File: src/rtl/vecirq_pkg.sv
// Package: register offsets and bus widths shared by the interrupt controller.
// Assumes a 12-bit byte address and 32-bit data words, word aligned.
package vecirq_pkg;
    localparam int unsigned BUS_AW = 12;
    localparam int unsigned BUS_DW = 32;

    localparam logic [BUS_AW-1:0] OFF_IRQ_STAT  = 12'h000;
    localparam logic [BUS_AW-1:0] OFF_FIQ_STAT  = 12'h004;
    localparam logic [BUS_AW-1:0] OFF_SELECT    = 12'h00C;
    localparam logic [BUS_AW-1:0] OFF_EN_SET    = 12'h010;
    localparam logic [BUS_AW-1:0] OFF_EN_CLR    = 12'h014;
    localparam logic [BUS_AW-1:0] OFF_SOFT_SET  = 12'h018;
    localparam logic [BUS_AW-1:0] OFF_SOFT_CLR  = 12'h01C;
    localparam logic [BUS_AW-1:0] OFF_PROT      = 12'h020;
    localparam logic [BUS_AW-1:0] OFF_CUR_VEC   = 12'h030;
    localparam logic [BUS_AW-1:0] OFF_DEF_VEC   = 12'h034;
    localparam logic [BUS_AW-1:0] OFF_SLOT_ADDR = 12'h100;
    localparam logic [BUS_AW-1:0] OFF_SLOT_CTRL = 12'h200;
    localparam logic [BUS_AW-1:0] OFF_TEST      = 12'h300;
    localparam logic [BUS_AW-1:0] OFF_ID        = 12'hFE0;
endpackage

File: src/rtl/vecirq_regs.sv
// Module: writable register file of the interrupt controller.
// Holds routing, enable, soft, protection, default vector and slot words.
// Assumes NSRC <= 32, NSLOT <= 64, VAW <= 32; accesses are one cycle long.
module vecirq_regs
    import vecirq_pkg::*;
#(
    parameter int unsigned NSRC  = 32,
    parameter int unsigned NSLOT = 16,
    parameter int unsigned VAW   = 32,
    localparam int unsigned SELW = $clog2(NSRC)
) (
    input  logic                           clk,
    input  logic                           rst_n,
    input  logic                           bus_sel,
    input  logic                           bus_wr,
    input  logic                           bus_priv,
    input  logic [BUS_AW-1:0]              bus_addr,
    input  logic [BUS_DW-1:0]              bus_wdata,
    output logic [NSRC-1:0]                sel_q,
    output logic [NSRC-1:0]                en_q,
    output logic [NSRC-1:0]                soft_q,
    output logic                           prot_q,
    output logic [VAW-1:0]                 def_q,
    output logic [NSLOT-1:0][VAW-1:0]      slot_addr_q,
    output logic [NSLOT-1:0][SELW:0]       slot_ctrl_q,
    output logic                           vec_rd,
    output logic                           vec_ack
);
    logic wr_ok;

    // Accept a write unless protection is on and the access is not privileged.
    assign wr_ok   = bus_sel && bus_wr && (!prot_q || bus_priv);
    // Strobes for the current-vector word: read claims, write releases.
    assign vec_rd  = bus_sel && !bus_wr && (bus_addr == OFF_CUR_VEC);
    assign vec_ack = wr_ok && (bus_addr == OFF_CUR_VEC);

    // Routing select word.
    always_ff @(posedge clk) begin
        if (!rst_n)
            sel_q <= '0;
        else if (wr_ok && bus_addr == OFF_SELECT)
            sel_q <= bus_wdata[NSRC-1:0];
    end

    // Enable mask with separate set and clear addresses.
    always_ff @(posedge clk) begin
        if (!rst_n)
            en_q <= '0;
        else if (wr_ok && bus_addr == OFF_EN_SET)
            en_q <= en_q | bus_wdata[NSRC-1:0];
        else if (wr_ok && bus_addr == OFF_EN_CLR)
            en_q <= en_q & ~bus_wdata[NSRC-1:0];
    end

    // Software pending bits with separate set and clear addresses.
    always_ff @(posedge clk) begin
        if (!rst_n)
            soft_q <= '0;
        else if (wr_ok && bus_addr == OFF_SOFT_SET)
            soft_q <= soft_q | bus_wdata[NSRC-1:0];
        else if (wr_ok && bus_addr == OFF_SOFT_CLR)
            soft_q <= soft_q & ~bus_wdata[NSRC-1:0];
    end

    // Protection enable bit.
    always_ff @(posedge clk) begin
        if (!rst_n)
            prot_q <= 1'b0;
        else if (wr_ok && bus_addr == OFF_PROT)
            prot_q <= bus_wdata[0];
    end

    // Default vector address.
    always_ff @(posedge clk) begin
        if (!rst_n)
            def_q <= '0;
        else if (wr_ok && bus_addr == OFF_DEF_VEC)
            def_q <= bus_wdata[VAW-1:0];
    end

    // One address and one control word per vector slot.
    for (genvar g = 0; g < NSLOT; g++) begin : g_slot
        logic hit_addr;
        logic hit_ctrl;
        assign hit_addr = wr_ok && (bus_addr[11:8] == OFF_SLOT_ADDR[11:8])
                          && (bus_addr[7:2] == 6'(g)) && (bus_addr[1:0] == 2'b00);
        assign hit_ctrl = wr_ok && (bus_addr[11:8] == OFF_SLOT_CTRL[11:8])
                          && (bus_addr[7:2] == 6'(g)) && (bus_addr[1:0] == 2'b00);

        // Slot handler address.
        always_ff @(posedge clk) begin
            if (!rst_n)
                slot_addr_q[g] <= '0;
            else if (hit_addr)
                slot_addr_q[g] <= bus_wdata[VAW-1:0];
        end

        // Slot enable and source select.
        always_ff @(posedge clk) begin
            if (!rst_n)
                slot_ctrl_q[g] <= '0;
            else if (hit_ctrl)
                slot_ctrl_q[g] <= bus_wdata[SELW:0];
        end
    end
endmodule

File: src/rtl/vecirq_route.sv
// Module: combines lines with soft bits, applies enables and splits by select.
// Assumes src_i is already synchronous to the controller clock.
module vecirq_route #(
    parameter int unsigned NSRC = 32
) (
    input  logic [NSRC-1:0] src_i,
    input  logic [NSRC-1:0] soft_q,
    input  logic [NSRC-1:0] en_q,
    input  logic [NSRC-1:0] sel_q,
    output logic [NSRC-1:0] irq_stat,
    output logic [NSRC-1:0] fiq_stat
);
    logic [NSRC-1:0] active;

    // Per-source active level after masking.
    for (genvar g = 0; g < NSRC; g++) begin : g_src
        assign active[g]   = (src_i[g] | soft_q[g]) & en_q[g];
        assign irq_stat[g] = active[g] & ~sel_q[g];
        assign fiq_stat[g] = active[g] &  sel_q[g];
    end
endmodule

File: src/rtl/vecirq_prio.sv
// Module: vector slot matching, priority pick and service nesting.
// Lower slot numbers win. Service state is a bit per slot; the lowest set
// bit is the threshold. Assumes vec_rd and vec_ack are never both high.
module vecirq_prio #(
    parameter int unsigned NSRC  = 32,
    parameter int unsigned NSLOT = 16,
    parameter int unsigned VAW   = 32,
    localparam int unsigned SELW = $clog2(NSRC),
    localparam int unsigned SIW  = $clog2(NSLOT)
) (
    input  logic                      clk,
    input  logic                      rst_n,
    input  logic [NSRC-1:0]           irq_stat,
    input  logic [NSLOT-1:0][VAW-1:0] slot_addr_q,
    input  logic [NSLOT-1:0][SELW:0]  slot_ctrl_q,
    input  logic [VAW-1:0]            def_q,
    input  logic                      vec_rd,
    input  logic                      vec_ack,
    output logic [VAW-1:0]            cur_vec,
    output logic                      hit_any,
    output logic [NSLOT-1:0]          svc_q
);
    logic [NSLOT-1:0] slot_hit;
    logic [NSLOT-1:0] svc_upto;
    logic [NSLOT-1:0] cand;
    logic [SIW-1:0]   win;

    for (genvar g = 0; g < NSLOT; g++) begin : g_slot
        // Slot requests when enabled and its source is active on the normal path.
        assign slot_hit[g] = slot_ctrl_q[g][SELW] & irq_stat[slot_ctrl_q[g][SELW-1:0]];
        // Running OR of service bits from slot 0 up to this slot.
        if (g == 0) begin : g_first
            assign svc_upto[g] = svc_q[g];
        end else begin : g_rest
            assign svc_upto[g] = svc_upto[g-1] | svc_q[g];
        end
        // A slot may present only if no slot at or above its priority is in service.
        assign cand[g] = slot_hit[g] & ~svc_upto[g];
    end

    // Pick the lowest-numbered candidate.
    always_comb begin
        win     = '0;
        hit_any = 1'b0;
        for (int n = NSLOT - 1; n >= 0; n--) begin
            if (cand[n]) begin
                win     = SIW'(n);
                hit_any = 1'b1;
            end
        end
    end

    // Address presented on the current-vector word.
    assign cur_vec = hit_any ? slot_addr_q[win] : def_q;

    // Claim on matching read, release lowest set bit on end of service.
    always_ff @(posedge clk) begin
        if (!rst_n)
            svc_q <= '0;
        else if (vec_rd && hit_any)
            svc_q[win] <= 1'b1;
        else if (vec_ack)
            svc_q <= svc_q & (svc_q - NSLOT'(1));
    end
endmodule

File: src/rtl/vecirq_ctrl.sv
// Module: top of the vectored interrupt controller; read mux and outputs.
// Read data is combinational from the current address; side effects of a
// read happen at the clock edge ending the access.
module vecirq_ctrl
    import vecirq_pkg::*;
#(
    parameter int unsigned NSRC    = 32,
    parameter int unsigned NSLOT   = 16,
    parameter int unsigned VAW     = 32,
    parameter logic [31:0] CELL_ID = 32'h0005A1C3
) (
    input  logic              clk,
    input  logic              rst_n,
    input  logic [NSRC-1:0]   src_i,
    input  logic              bus_sel,
    input  logic              bus_wr,
    input  logic              bus_priv,
    input  logic [BUS_AW-1:0] bus_addr,
    input  logic [BUS_DW-1:0] bus_wdata,
    output logic [BUS_DW-1:0] bus_rdata,
    output logic              irq_o,
    output logic              fiq_o
);
    localparam int unsigned SELW = $clog2(NSRC);
    localparam int unsigned SIW  = $clog2(NSLOT);

    logic [NSRC-1:0]           sel_q;
    logic [NSRC-1:0]           en_q;
    logic [NSRC-1:0]           soft_q;
    logic                      prot_q;
    logic [VAW-1:0]            def_q;
    logic [NSLOT-1:0][VAW-1:0] slot_addr_q;
    logic [NSLOT-1:0][SELW:0]  slot_ctrl_q;
    logic                      vec_rd;
    logic                      vec_ack;
    logic [NSRC-1:0]           irq_stat;
    logic [NSRC-1:0]           fiq_stat;
    logic [VAW-1:0]            cur_vec;
    logic                      hit_any;
    logic [NSLOT-1:0]          svc_q;
    logic                      slot_in_range;

    vecirq_regs #(.NSRC(NSRC), .NSLOT(NSLOT), .VAW(VAW)) u_regs (
        .clk(clk), .rst_n(rst_n),
        .bus_sel(bus_sel), .bus_wr(bus_wr), .bus_priv(bus_priv),
        .bus_addr(bus_addr), .bus_wdata(bus_wdata),
        .sel_q(sel_q), .en_q(en_q), .soft_q(soft_q), .prot_q(prot_q),
        .def_q(def_q), .slot_addr_q(slot_addr_q), .slot_ctrl_q(slot_ctrl_q),
        .vec_rd(vec_rd), .vec_ack(vec_ack)
    );

    vecirq_route #(.NSRC(NSRC)) u_route (
        .src_i(src_i), .soft_q(soft_q), .en_q(en_q), .sel_q(sel_q),
        .irq_stat(irq_stat), .fiq_stat(fiq_stat)
    );

    vecirq_prio #(.NSRC(NSRC), .NSLOT(NSLOT), .VAW(VAW)) u_prio (
        .clk(clk), .rst_n(rst_n), .irq_stat(irq_stat),
        .slot_addr_q(slot_addr_q), .slot_ctrl_q(slot_ctrl_q), .def_q(def_q),
        .vec_rd(vec_rd), .vec_ack(vec_ack),
        .cur_vec(cur_vec), .hit_any(hit_any), .svc_q(svc_q)
    );

    // Processor request lines.
    assign irq_o = |irq_stat;
    assign fiq_o = |fiq_stat;

    // Slot word index lies within the implemented slots.
    assign slot_in_range = (int'(bus_addr[7:2]) < NSLOT) && (bus_addr[1:0] == 2'b00);

    // Read data selection by address.
    always_comb begin
        bus_rdata = '0;
        if (bus_addr == OFF_IRQ_STAT)
            bus_rdata[NSRC-1:0] = irq_stat;
        else if (bus_addr == OFF_FIQ_STAT)
            bus_rdata[NSRC-1:0] = fiq_stat;
        else if (bus_addr == OFF_SELECT)
            bus_rdata[NSRC-1:0] = sel_q;
        else if (bus_addr == OFF_EN_SET)
            bus_rdata[NSRC-1:0] = en_q;
        else if (bus_addr == OFF_SOFT_SET)
            bus_rdata[NSRC-1:0] = soft_q;
        else if (bus_addr == OFF_PROT)
            bus_rdata[0] = prot_q;
        else if (bus_addr == OFF_CUR_VEC)
            bus_rdata[VAW-1:0] = cur_vec;
        else if (bus_addr == OFF_DEF_VEC)
            bus_rdata[VAW-1:0] = def_q;
        else if (bus_addr[11:8] == OFF_SLOT_ADDR[11:8] && slot_in_range)
            bus_rdata[VAW-1:0] = slot_addr_q[bus_addr[SIW+1:2]];
        else if (bus_addr[11:8] == OFF_SLOT_CTRL[11:8] && slot_in_range)
            bus_rdata[SELW:0] = slot_ctrl_q[bus_addr[SIW+1:2]];
        else if (bus_addr[11:4] == OFF_ID[11:4] && bus_addr[1:0] == 2'b00)
            bus_rdata[7:0] = CELL_ID[{bus_addr[3:2], 3'b000} +: 8];
    end
endmodule

File: config.mk
export PLATFORM = sky130hd
export DESIGN_NAME = vecirq_ctrl
export DESIGN_NICKNAME = d
export VERILOG_FILES = /design/src/rtl/vecirq_pkg.sv /design/src/rtl/vecirq_regs.sv /design/src/rtl/vecirq_route.sv /design/src/rtl/vecirq_prio.sv /design/src/rtl/vecirq_ctrl.sv
export SDC_FILE = /design/constraint.sdc
export NUM_CORES = 2
export LEC_CHECK = 0
export BUFFER_PORTS_ARGS = -buffer_cell sky130_fd_sc_hd__buf_2
export CAP_MARGIN = 20
export CORE_MARGIN = 2
export CORE_UTILIZATION = 57
export DETAILED_ROUTE_END_ITERATION = 10
export PLACE_DENSITY = 0.74
export RECOVER_POWER = 25
export SLEW_MARGIN = 20
export SYNTH_ARGS = -nofsm -noshare
export SYNTH_HDL_FRONTEND = slang
export SYNTH_SLANG_ARGS = --single-unit
export TNS_END_PERCENT = 20
File: constraint.sdc
create_clock -name clk -period 12.6 [get_ports clk]
set_input_delay 1.89 -clock clk [delete_from_list [all_inputs] [get_ports clk]]
set_output_delay 1.89 -clock clk [all_outputs]
set_load 0.02 [all_outputs]
-- Word level (Yosys, flattened, before mapping)
Index checks and enable logic that the tools add are counted.
Widths: inputs -> output; s select.
- register bits after elaboration: 753
- input port bits: 81
- $add $sub $neg: 1
- magnitude comparators: 20
- equality and inequality tests: 27
- shifts and indexed selects: 1
- mux-type cells: 93
- bitwise operators: 230
- reductions and logical operators: 95
- operators by type and width (cell ; number):
    $mux 32 ; 14
    $bmux 32 s4 ; 2
    $and 1x1->1 ; 128
    $lt 5x6->1 const B ; 16
    $logic_and 1x1->1 ; 84
    $bmux 1 s5 ; 16
    $and 32x32->32 ; 2
    $mux 4 ; 16
    $or 32x32->32 ; 2
    $reduce_or 32->1 ; 2
    $eq 12x5->1 const B ; 4
    $eq 6x4->1 const B ; 8
    $not 1->1 ; 48
    $or 1x1->1 ; 47
    $eq 12x6->1 const B ; 3
    $mux 1 ; 34
    $mux 16 ; 2
    $not 32->32 ; 1
    $shiftx 32x6->8 const A ; 1
    $mux 31 ; 1
    $bmux 6 s4 ; 1
    $eq 6x3->1 const B ; 4
    $mux 24 ; 1
    $and 16x16->16 ; 1
    other kinds (22) ; 29

-- Depth between registers and ports, before layout
- depth in word-level cells: 43
- depth in mapped cells: 18

-- Modules after synthesis
From an unflattened synthesis, not the netlist that was laid out.
- cells, all modules: 4857
- area, all modules: 45521.2 um^2
- by module, submodules not included (module ; instances ; cells each ; area an instance (um^2)):
    vecirq_regs ; 1 ; 2666 ; 26979.6
    vecirq_prio ; 1 ; 1208 ; 10233.6
    vecirq_ctrl ; 1 ; 855 ; 7667.4
    vecirq_route ; 1 ; 128 ; 640.6

-- Worst setup path after synthesis
OpenSTA, ideal clock, no wires.
- path type: in2out
- start point: input port src_i[14]
- end point: output port bus_rdata[25]
- arrival: 5.542 ns
- required time: 10.710 ns
- setup slack: 5.168 ns
- cell stages on the path: 15
- path buffers: 2
- cell sequence: o21ai_1 > nor2_1 > mux4_2 > mux4_2 > nand2b_4 > and3_1 > a211oi_2 > a21boi_2 > a2bb2oi_2 > buf_6 > buf_12 > mux2i_1 > a221oi_2 > o221ai_1 > o31ai_1
- cells in the longest elaborated chain, start to end: 33
- ends and longest elaborated chain (item ; line ; source):
    start: declaration ; vecirq_ctrl.sv:14 ; input logic [NSRC-1:0] src_i,
    $or 1x1->1 (*) ; vecirq_route.sv:17 ; assign active[g] = (src_i[g] | soft_q[g]) & en_q[g];
    $and 1x1->1 (*) ; vecirq_route.sv:17 ;
    $and 1x1->1 (*) ; vecirq_route.sv:18 ; assign irq_stat[g] = active[g] & ~sel_q[g];
    $bmux 1 s5 ; vecirq_prio.sv:30 ; assign slot_hit[g] = slot_ctrl_q[g][SELW] & irq_stat[slot_ctrl_q[g][SELW-1:0]];
    $mux 1 (implied by the code) ; vecirq_prio.sv:30 ;
    $and 1x1->1 ; vecirq_prio.sv:30 ;
    $and 1x1->1 ; vecirq_prio.sv:38 ; assign cand[g] = slot_hit[g] & ~svc_upto[g];
    $mux 4 (16 in series) ; vecirq_prio.sv:46 ; if (cand[n]) begin
    [2 not listed] ; n/a ;
    $mux 32 (*) ; vecirq_prio.sv:54 ; assign cur_vec = hit_any ? slot_addr_q[win] : def_q;
    $mux 32 (*) ; vecirq_ctrl.sv:86 ; else if (bus_addr == OFF_CUR_VEC)
    $mux 31 (*) ; vecirq_ctrl.sv:84 ; else if (bus_addr == OFF_PROT)
    $mux 32 (*) ; vecirq_ctrl.sv:82 ; else if (bus_addr == OFF_SOFT_SET)
    $mux 32 (*) ; vecirq_ctrl.sv:80 ; else if (bus_addr == OFF_EN_SET)
    $mux 32 (*) ; vecirq_ctrl.sv:78 ; else if (bus_addr == OFF_SELECT)
    $mux 32 (*) ; vecirq_ctrl.sv:76 ; else if (bus_addr == OFF_FIQ_STAT)
    $mux 32 (*) ; vecirq_ctrl.sv:74 ; if (bus_addr == OFF_IRQ_STAT)
    end: declaration ; vecirq_ctrl.sv:20 ; output logic [BUS_DW-1:0] bus_rdata,
Every way passes the cells marked *; elsewhere a longest branch is shown, timed or not. The select of a mux whose other input is x is not followed.

-- Final worst setup path
- start point: input port bus_addr[5]
- end point: output port bus_rdata[25]
- cells in the longest elaborated chain, start to end: 12
- ends and longest elaborated chain (item ; line ; source):
    start: declaration ; vecirq_ctrl.sv:18 ; input logic [BUS_AW-1:0] bus_addr,
    $lt 6x5->1 ; vecirq_ctrl.sv:69 ; assign slot_in_range = (int'(bus_addr[7:2]) < NSLOT) && (bus_addr[1:0] == 2'b00);
    $logic_and 1x1->1 ; vecirq_ctrl.sv:69 ;
    $logic_and 1x1->1 ; vecirq_ctrl.sv:90 ; else if (bus_addr[11:8] == OFF_SLOT_ADDR[11:8] && slot_in_range)
    $mux 24 ; vecirq_ctrl.sv:90 ;
    $mux 32 ; vecirq_ctrl.sv:88 ; else if (bus_addr == OFF_DEF_VEC)
    $mux 32 ; vecirq_ctrl.sv:86 ;
    $mux 31 ; vecirq_ctrl.sv:84 ;
    $mux 32 ; vecirq_ctrl.sv:82 ;
    $mux 32 ; vecirq_ctrl.sv:80 ;
    $mux 32 ; vecirq_ctrl.sv:78 ;
    $mux 32 ; vecirq_ctrl.sv:76 ;
    $mux 32 (*) ; vecirq_ctrl.sv:74 ;
Marked as above.

==> results.md <==
- Kind of critical path: input pin to output port
- Final setup violation count: 0
- Most frequent CP cell: buf_4
- GRT met3 Usage: 21.3%
- Syn Inst Count: 5543
- Largest net degree at the start of global routing: 223
- Register area share after synthesis: 34.0%
- Hold Buf Count CTS: 0
- Final net count: 5451
- CP Cell Sequence: buf_4, clkbuf_1, nand2_1, nor2_1, nand2_1, o21ai_2, buf_4, buf_4, a221oi_1, a211oi_1, a21oi_1, o31ai_1, buf_2
- Unrepaired setup endpoints after global routing: false
- Iteration-0 DRC Markers: 9194
- Vias: 47970
- Worst setup EP type: output port
- Count of cell types in the netlist: 101
- Finished Core Util: 62.7%
- Async set or reset register ratio after synthesis: 0%
- Reg area: 15100 um^2
- CP Launch Type: input pin
- Max cap viols: 14
- Failing checks: capacitance limit, slew limit
- IO Count: 115
- Die W: 283 um
- Residual DRC: 0
- Most frequent cells in the layout: nand2_1 (1507), dfxtp_1 (753), a21oi_1 (715)
- Overall power: 5180 uW
- Period utilization: 88.7%
- Total CTS buffers: 82
- Worst Path Max Fanout: 30
- Synth warnings: 0
- Synth top area cells: dfxtp_1 (34%), mux4_2 (13%), nand2_1 (13%)
- DR vias/cell: 7.41
- CTS max path bufs: 3
- Static Leak: 0.0155 uW
- Routability cong.: 1.11
- Initial Util: 57.4%
- Worst slack, placed: 2.82 ns
- Worst Max-Slew Pin Slew: 3.76 ns
- Gr busiest metal: met2
- Area growth, synth to finish: 9.24%
- Worst skew pair latency: 0.68 ns
- Post-synthesis area per instance: 8.00 um^2
- Post-synth top area share: 34.0%
- Slowest stage cell on the critical path: clkbuf_1
- Final setup margin: 1.42 ns
- Slew HR: -151%
- Clock-pin slew on the worst setup and hold paths: 0.06 ns
- # Post-CTS Setup Buffers: 0
- Routed len/inst: 34.4 um
- Commonest non-fill, non-tap cell in the layout: nand2_1
- PwrDens: 107 nW/um^2
- CTS sink cnt: 753
- Cell area after layout: 48400 um^2
- CTS H-tree depth: 3
- Placed Area: 45600 um^2
- DR pass1 iterations: 7
- Met1 Use GR: 62.7%
- Total gr overflow: 0
- Worst Path Buf+Inv: 5
- Rows: 102
- Status: complete, but fails checks
- Dominant cell type by area after synthesis: dfxtp_1
- Peak supply drop: 138 uV
- Yosys reg bits: 753
- Max incr delay on CP: 2.58 ns
- Die Span Y: 283 um
- Worst Path Required: 10.71 ns
- CTS root buf: clkbuf_16
- Share of layout cells above drive strength 1: 15.1%
- CP top delay family: buffers and inverters
- Data arrival, critical path: 9.29 ns
- Routed Antenna Nets: 0
- Total die area: 80000 um^2
- Slew Viols, Final: 478
- Port Buf Inserts: 114
- Post-DP HPWL: 145000 um
- Initial antenna violation count: 15
- Fmax: 89.5 MHz
- EDFF count, synth: 0
- GR Util All Layers: 53.4%
- # fillers: 6502
- Final wirelength: 223000 um
- First-pass GRT wire length: 313000 um
- Minimum clock period: 11.18 ns
- Vias in the first global route: 44794
- Setup TNS: 0 ns
- Setup Skew: 0.0574 ns
- Net count after synthesis: 5624
- Hold Path Class: flop to flop
- Met2 GRT Util: 76.4%
- Mapped Area: 44300 um^2
- PostCTS Resize Cnt: 0
- TritonCTS clock tree: yes
- Area taken by multi-input logic gates: 27100 um^2
- Final hold vios: 0
- Core ar.: 77200 um^2
- Main synth FF type: dfxtp_1
[cells by family (layout without fill, tap and decap cells)]
logic type             after synthesis  count (layout)  synth area share, %
DFF                                753             753                 34.0
other                                0               5                    0
AOI/OAI and AO/OA                 1391            1391                 19.8
muxes                              511             511                 19.1
buffers and inverters              606             495                 5.54
and+or+nand+nor                   2282            2282                 21.6
[synth_stat cells, types with 16 or more instances]
library cell	number
nor2_1	339
mux4_2	264
and3_1	32
clkbuf_1	437
a221oi_1	29
o211ai_1	21
inv_1	69
nor3_1	102
o22ai_1	49
o21ai_1	28
buf_1	29
nand2b_1	41
a21oi_1	715
nand4_1	23
a31oi_1	36
buf_2	45
mux2_2	33
nand2_1	1514
a221o_1	31
dfxtp_1	753
a211oi_1	26
nand3_1	88
o221ai_1	36
a22oi_1	88
a2111oi_0	25
nor3b_1	16
o21ai_0	110
nor4_1	36
mux2i_1	214
o31ai_1	17
[path summary, 6_finish.rpt]
check	from	endpoint	slack [ns]	depth (start not counted)
worst max-delay path	bus_addr[5]	bus_rdata[25]	1.42	13
worst min-delay path	u_regs.def_q[24]	u_regs.def_q[24]	0.46	2
worst max register to register	u_prio.svc_q[0]	u_prio.svc_q[5]	6.00	13
worst min register to register	u_regs.def_q[24]	u_regs.def_q[24]	0.46	2
[where the power goes]
part	internal [uW]	leakage (uW)	total (uW)	switching [uW]
clock network	1490	0.00140	2600	1100
registers	2380	0.00606	2380	0.165
logic	43.5	0.00806	200	156
[per-layer routing]
layer / vias to the layer above / part of all wire (%)
li1: 19461 / -
met1: 22374 / 32
met2: 4728 / 41
met3: 1391 / 16
met4: 16 / 10
met5: - / 0.070
[per-stage QoR]
stage | hold slack [ns] | cells
after floorplan | 0.429 | 5543
after global placement | 0.442 | 6324
after detailed placement | 0.451 | 6324
after CTS | 0.458 | 6470
after global routing | 0.469 | 6474
final | 0.458 | 6477
[flip-flops by register name, summed over array words and instances (netlist names), named ones only]
name / count
u_regs.sel_q: 32
u_regs.def_q: 32
u_regs.slot_addr_q: 512
u_regs.slot_ctrl_q: 96
u_regs.prot_q: 1
u_prio.svc_q: 16
[tightest hold or removal path: cells and delay by family (launching register included)]
kind	cells	cell delay, ns
flip-flops	1	0.31
AND/OR/NAND/NOR	1	0.05
AO/OA/AOI/OAI	1	0.05
[final cells by class]
| class | instances | area share (%) |
|---|---|---|
| antenna | 5 | 0.0258 |
| clock buffer | 107 | 4.76 |
| clock inverter | 39 | 1.21 |
| inverter | 74 | 0.589 |
| multi-input combinational | 4184 | 55.9 |
| sequential | 753 | 31.1 |
| tap | 1040 | 2.69 |
| timing repair buffer | 275 | 3.68 |
Power figures use the tool's default switching activity.
